**src/rtl/hbp_pkg.sv**
```systemverilog
package hbp_pkg;
  typedef enum logic {
    MODE_COUNT = 1'b0,
    MODE_SEQ   = 1'b1
  } hint_mode_e;

  localparam logic [1:0] KIND_FIRST  = 2'd0;
  localparam logic [1:0] KIND_SECOND = 2'd1;
  localparam logic [1:0] KIND_COUNT  = 2'd2;
  localparam logic [1:0] KIND_NONE   = 2'd3;
endpackage

```
**src/rtl/hbp_decode.sv**
```systemverilog
module hbp_decode
  import hbp_pkg::*;
#(
  parameter int HINT_W = 16,
  parameter int LEFT_W = 4
) (
  input  logic              e_valid,
  input  hint_mode_e        e_mode,
  input  logic [1:0]        e_kind,
  input  logic [HINT_W-1:0] e_data,
  input  logic [LEFT_W-1:0] e_left,
  output logic              d_valid,
  output logic              d_second
);
  always_comb begin
    d_valid  = 1'b0;
    d_second = 1'b0;
    if (e_valid) begin
      if (e_mode == MODE_COUNT) begin
        case (e_kind)
          KIND_FIRST:  d_valid = 1'b1;
          KIND_SECOND: begin d_valid = 1'b1; d_second = 1'b1; end
          KIND_COUNT:  begin d_valid = 1'b1; d_second = (e_data == '0); end
          default:     d_valid = 1'b0;
        endcase
      end else if (e_left != '0) begin
        case (e_data[1:0])
          2'd0:    d_valid = 1'b1;
          2'd1:    begin d_valid = 1'b1; d_second = 1'b1; end
          default: d_valid = 1'b0;
        endcase
      end
    end
  end
endmodule

```
**src/rtl/hbp_advance.sv**
```systemverilog
module hbp_advance
  import hbp_pkg::*;
#(
  parameter int HINT_W = 16,
  parameter int LEFT_W = 4
) (
  input  hint_mode_e        e_mode,
  input  logic [1:0]        e_kind,
  input  logic [HINT_W-1:0] e_data,
  input  logic [LEFT_W-1:0] e_left,
  output logic [HINT_W-1:0] n_data,
  output logic [LEFT_W-1:0] n_left
);
  always_comb begin
    n_data = e_data;
    n_left = e_left;
    if (e_mode == MODE_COUNT) begin
      if (e_kind == KIND_COUNT && e_data != '0)
        n_data = e_data - 1'b1;
    end else if (e_left != '0) begin
      n_data = e_data >> 2;
      n_left = e_left - 1'b1;
    end
  end
endmodule

```
**src/rtl/hint_branch_predictor.sv**
```systemverilog
module hint_branch_predictor
  import hbp_pkg::*;
#(
  parameter int ENTRIES = 4,
  parameter int HINT_W  = 16,
  localparam int ID_W   = $clog2(ENTRIES)
) (
  input  logic              clk,
  input  logic              rst,
  input  logic              inst_en,
  input  logic [ID_W-1:0]   inst_id,
  input  logic              inst_mode,
  input  logic [HINT_W-1:0] inst_hint,
  input  logic              look_en,
  input  logic [ID_W-1:0]   look_id,
  input  logic              exec_en,
  input  logic [ID_W-1:0]   exec_id,
  output logic              pred_valid,
  output logic              pred_second
);
  localparam int FIELDS = HINT_W / 2;
  localparam int LEFT_W = $clog2(FIELDS + 1);

  logic              e_valid [ENTRIES];
  hint_mode_e        e_mode  [ENTRIES];
  logic [1:0]        e_kind  [ENTRIES];
  logic [HINT_W-1:0] e_data  [ENTRIES];
  logic [LEFT_W-1:0] e_left  [ENTRIES];
  logic [HINT_W-1:0] adv_data[ENTRIES];
  logic [LEFT_W-1:0] adv_left[ENTRIES];
  logic [ENTRIES-1:0] entry_valid;

  hint_mode_e        load_mode;
  logic [HINT_W-1:0] load_data;
  logic [LEFT_W-1:0] load_left;

  always_comb begin
    load_mode = hint_mode_e'(inst_mode);
    if (load_mode == MODE_COUNT) begin
      load_data = inst_hint >> 2;
      load_left = '0;
    end else begin
      load_data = inst_hint;
      load_left = LEFT_W'(FIELDS);
    end
  end

  for (genvar i = 0; i < ENTRIES; i++) begin : g_entry
    hbp_advance #(.HINT_W(HINT_W), .LEFT_W(LEFT_W)) u_adv (
      .e_mode (e_mode[i]),
      .e_kind (e_kind[i]),
      .e_data (e_data[i]),
      .e_left (e_left[i]),
      .n_data (adv_data[i]),
      .n_left (adv_left[i])
    );

    always_ff @(posedge clk) begin
      if (rst) begin
        e_valid[i] <= 1'b0;
        e_mode[i]  <= MODE_COUNT;
        e_kind[i]  <= '0;
        e_data[i]  <= '0;
        e_left[i]  <= '0;
      end else if (inst_en && inst_id == ID_W'(i)) begin
        e_valid[i] <= 1'b1;
        e_mode[i]  <= load_mode;
        e_kind[i]  <= inst_hint[1:0];
        e_data[i]  <= load_data;
        e_left[i]  <= load_left;
      end else if (exec_en && exec_id == ID_W'(i) && e_valid[i]) begin
        e_data[i]  <= adv_data[i];
        e_left[i]  <= adv_left[i];
      end
    end

    assign entry_valid[i] = e_valid[i];
  end

  logic dec_valid, dec_second;

  hbp_decode #(.HINT_W(HINT_W), .LEFT_W(LEFT_W)) u_dec (
    .e_valid  (e_valid[look_id]),
    .e_mode   (e_mode[look_id]),
    .e_kind   (e_kind[look_id]),
    .e_data   (e_data[look_id]),
    .e_left   (e_left[look_id]),
    .d_valid  (dec_valid),
    .d_second (dec_second)
  );

  always_ff @(posedge clk) begin
    if (rst) begin
      pred_valid  <= 1'b0;
      pred_second <= 1'b0;
    end else begin
      pred_valid  <= look_en && dec_valid;
      pred_second <= look_en && dec_valid && dec_second;
    end
  end
endmodule

```
**config.mk**
```make
export PLATFORM = sky130hd
export DESIGN_NAME = hint_branch_predictor
export DESIGN_NICKNAME = d
export VERILOG_FILES = /design/src/rtl/hbp_pkg.sv /design/src/rtl/hbp_decode.sv /design/src/rtl/hbp_advance.sv /design/src/rtl/hint_branch_predictor.sv
export SDC_FILE = /design/constraint.sdc
export NUM_CORES = 1
export LEC_CHECK = 0
export ABC_AREA = 1
export ABC_CLOCK_PERIOD_IN_PS = 2600
export BUFFER_PORTS_ARGS = -buffer_cell sky130_fd_sc_hd__buf_2
export CORE_MARGIN = 8
export CORE_UTILIZATION = 50
export CTS_BUF_LIST = sky130_fd_sc_hd__clkbuf_8 sky130_fd_sc_hd__clkbuf_16
export DETAILED_ROUTE_END_ITERATION = 16
export PLACE_DENSITY = 0.76
export SETUP_SLACK_MARGIN = 0.3
export SLEW_MARGIN = 20
export SYNTH_ARGS = -nofsm -noshare
export SYNTH_HDL_FRONTEND = slang
export SYNTH_SLANG_ARGS = --single-unit
```
**constraint.sdc**
```tcl
create_clock -name clk -period 2.6 [get_ports clk]
set_input_delay 0 -clock clk [delete_from_list [all_inputs] [get_ports clk]]
set_output_delay 0 -clock clk [all_outputs]
set_load 0.005 [all_outputs]
```
==> results.toml <==
[cts]
postCtsResizedCells = 0
cts.sinks = 98
cts_hold_buf = 0
clock_latency_ns = 0.35
path_clk_slew_ns = 0.07
clock_path_buffers = 2
cts_tree = "done"
cts_buffers = 9
h-tree-depth = 3
clock-root-buffer = "clkbuf_16"
cts_setup_buffers = 0

[sta]
setup_tns_ns = 0
final.min_clock_period_ns = 2.007
fin_worst_skew_ns = 0.004239
rsz0062_at_grt = "no"
slew_headroom_pct = 43.95
max_freq_ghz = 0.4983
final_max_slew_viol_count = 0
timing.hold.ws_ns = 0.05298
min_period_over_period_pct = 77.18
timing.final.hold_violations = 0
setup_viol = 0
worst_pin_slew_ns = 0.8357

[placement]
numPlacedInstances = 1035
portBuffers = 29
place.gp.congestion = 0.9596
dp_hpwl_um = 13390

[setup_path]
path_class = "reg2reg"
reg2reg_slack_ns = 0.59
end_kind = "flip-flop"
start_kind = "flip-flop"
reg2regPathDepth = 8
cp.arrival_ns = 2.10
worstPathMaxFanout = 22
r2r_end = "e_data[2][5]"
critical_path_required_ns = 2.70
timing.rr.start = "e_valid[2]"

[flow_run]
cap_violations = 0

[worst_hold_path]
hold_end = "e_kind[3][1]"
hold_path_class = "in2reg"
min-delay-start = "inst_hint[1]"
min_delay_path_depth = 3

[global_routing]
grt_first_pass_wirelength_um = 28880
grt_pass1_vias = 5794
antenna_found_initial = 0
grt_start_max_net_pins = 27
overflow = 0
grtUsageTotal_pct = 20.49

[die]
die_w_um = 132.0
rows = 42
start_util_pct = 51.01
die_h_um = 132.0
ios = 30
dieArea_um2 = 17420
coreArea_um2 = 13190

[logic_synthesis]
synthMuxAreaShare_pct = 0
syn_inst = 835
synth_compound_area_share_pct = 15.60
synth_edf_count = 95
netlist_area_um2 = 6728
synthFlopType = "edfxtp_1"
yosys.area.top_type = "edfxtp_1"
synth-async-reset-ratio_pct = 0
synth_seq_area_share_pct = 43.30
ys_ff_latch = 98
yosysTopAreaCellShare_pct = 42.40
synth_area_leaders = "edfxtp_1 (42%), nand2_1 (9.4%), inv_1 (6.0%)"
synth.distinct_cells = 47
syn_area_per_cell_um2 = 8.057
yosys_warnings = 0
synth_xor_area_share_pct = 4.296
synth-simple-area-share_pct = 24.87
synth_top_family_by_area = "simple AND/OR/NAND/NOR gates"
syn_nets = 881
synth_fa_ha_area_share_pct = 3.348

[pwr]
p_leak_nw = 3.088
p_total_mw = 3.788
powerDensity_nw_per_um2 = 514.5
irDropWorstVdd_uv = 313.3

[layout]
num-fill-cells = 1237
drive_gt1_share_pct = 12.46
syn2layout_area_growth_pct = 9.448
final_common_cell = "nand2_1"
finalNetCount = 916
final_cells = 1051
mostFrequentLayoutCells = "nand2_1 (169), inv_1 (108), nor2_1 (100)"
n_antenna_cell = 0
fin_util_pct = 55.82

[detailed_routing]
first_pass_iters = 5
vias_per_cell = 5.751
drc = 0
avgRoutedWirePerCell_um = 16.96
drtIter0Drc = 628
wirelength_um = 17820
vias = 6044
ant_nets = 0

[outcome]
status = "finished clean"
routing by layer:
layer / wire (um) / vias up / GRT usage [%]
li1: - / 2910 / -
met2: 7688 / 290 / 30.11
met3: 1722 / 41 / 4.230
met1: 7838 / 2803 / 28.21
met4: 574 / 0 / 9.572
met5: 0 / - / 0
critical path, stage by stage, from the launching register on:
cell     delay, ns
dfxtp_1       0.35
nand4_1       0.18
nor2_4        0.27
inv_2         0.21
nor2_1        0.22
inv_1         0.08
a31oi_1       0.17
nor3_2        0.05
buf_4         0.21
kinds of logic after synthesis:
group                    after synthesis
XOR/XNOR                              33
flip-flops                            98
buffers and inverters                141
AND/OR/NAND/NOR                      371
AO/OA/AOI/OAI                        174
adder cells (fa/ha/maj)               18
through the flow:
stage,instance area [um2],setup WS [ns]
floorplan,6739,0.5231
global placement,7102,0.6671
detailed placement,7102,0.6247
CTS,7363,0.5981
global route,7363,0.4014
finish,7363,0.5932
Yosys cell counts, types with 2 or more instances:
| master | count |
|---|---|
| a31oi_1 | 6 |
| edfxtp_1 | 95 |
| a21oi_2 | 2 |
| a32oi_1 | 2 |
| nand3_1 | 49 |
| nand3b_1 | 4 |
| xor2_1 | 20 |
| or2_2 | 7 |
| a221oi_1 | 2 |
| o22ai_1 | 10 |
| o31ai_1 | 3 |
| nand2_2 | 4 |
| ha_1 | 18 |
| nand2_4 | 3 |
| nand3_2 | 4 |
| buf_6 | 3 |
| inv_1 | 108 |
| nor3_1 | 3 |
| a21boi_0 | 2 |
| o221ai_1 | 16 |
| a22oi_1 | 3 |
| o21ai_1 | 16 |
| nor2_4 | 6 |
| nand2_1 | 169 |
| o211ai_1 | 13 |
| xnor2_1 | 13 |
| a21oi_1 | 50 |
| o21ai_0 | 43 |
| buf_2 | 14 |
| nor2_1 | 100 |
| a32o_1 | 2 |
| clkbuf_1 | 3 |
| inv_2 | 11 |
| nor2_2 | 6 |
| nand4_1 | 11 |
| dfxtp_1 | 3 |
flip-flops by register name (all words and copies together), names as in the netlist:
register / cells
e_data: 64
e_kind: 8
e_left: 16
e_mode: 4
e_valid: 4
pred_second: 1
pred_valid: 1
area by class of cell:
type	instances	area [um2]	share of cell area (%)
Clock buffer	9	225.2	3.059
Clock inverter	7	36.28	0.4928
Multi-Input combinational cell	596	3248	44.11
Inverter	120	455.4	6.185
Tap cell	176	220.2	2.991
Sequential cell	98	2913	39.56
Timing Repair Buffer	45	265.3	3.602
where the power goes:
| part | internal (mW) | total, mW | switching [mW] |
|---|---|---|---|
| sequential | 1.84 | 1.93 | 0.0823 |
| clock | 0.638 | 1.23 | 0.595 |
| combinational | 0.201 | 0.628 | 0.427 |
worst max path at each step:
stage | from | end | slack, ns | depth (start not counted)
global placement | e_valid[2] | e_data[2][7] | 0.67 | 8
floorplan | e_mode[2] | e_data[2][0] | 0.52 | 5
CTS | e_valid[2] | e_data[2][6] | 0.60 | 8
finish | e_valid[2] | e_data[2][5] | 0.59 | 8
detailed placement | e_valid[2] | e_data[2][11] | 0.62 | 8
global route | e_valid[2] | e_data[2][6] | 0.40 | 8
Note: power is estimated with default switching activity, not from simulation.
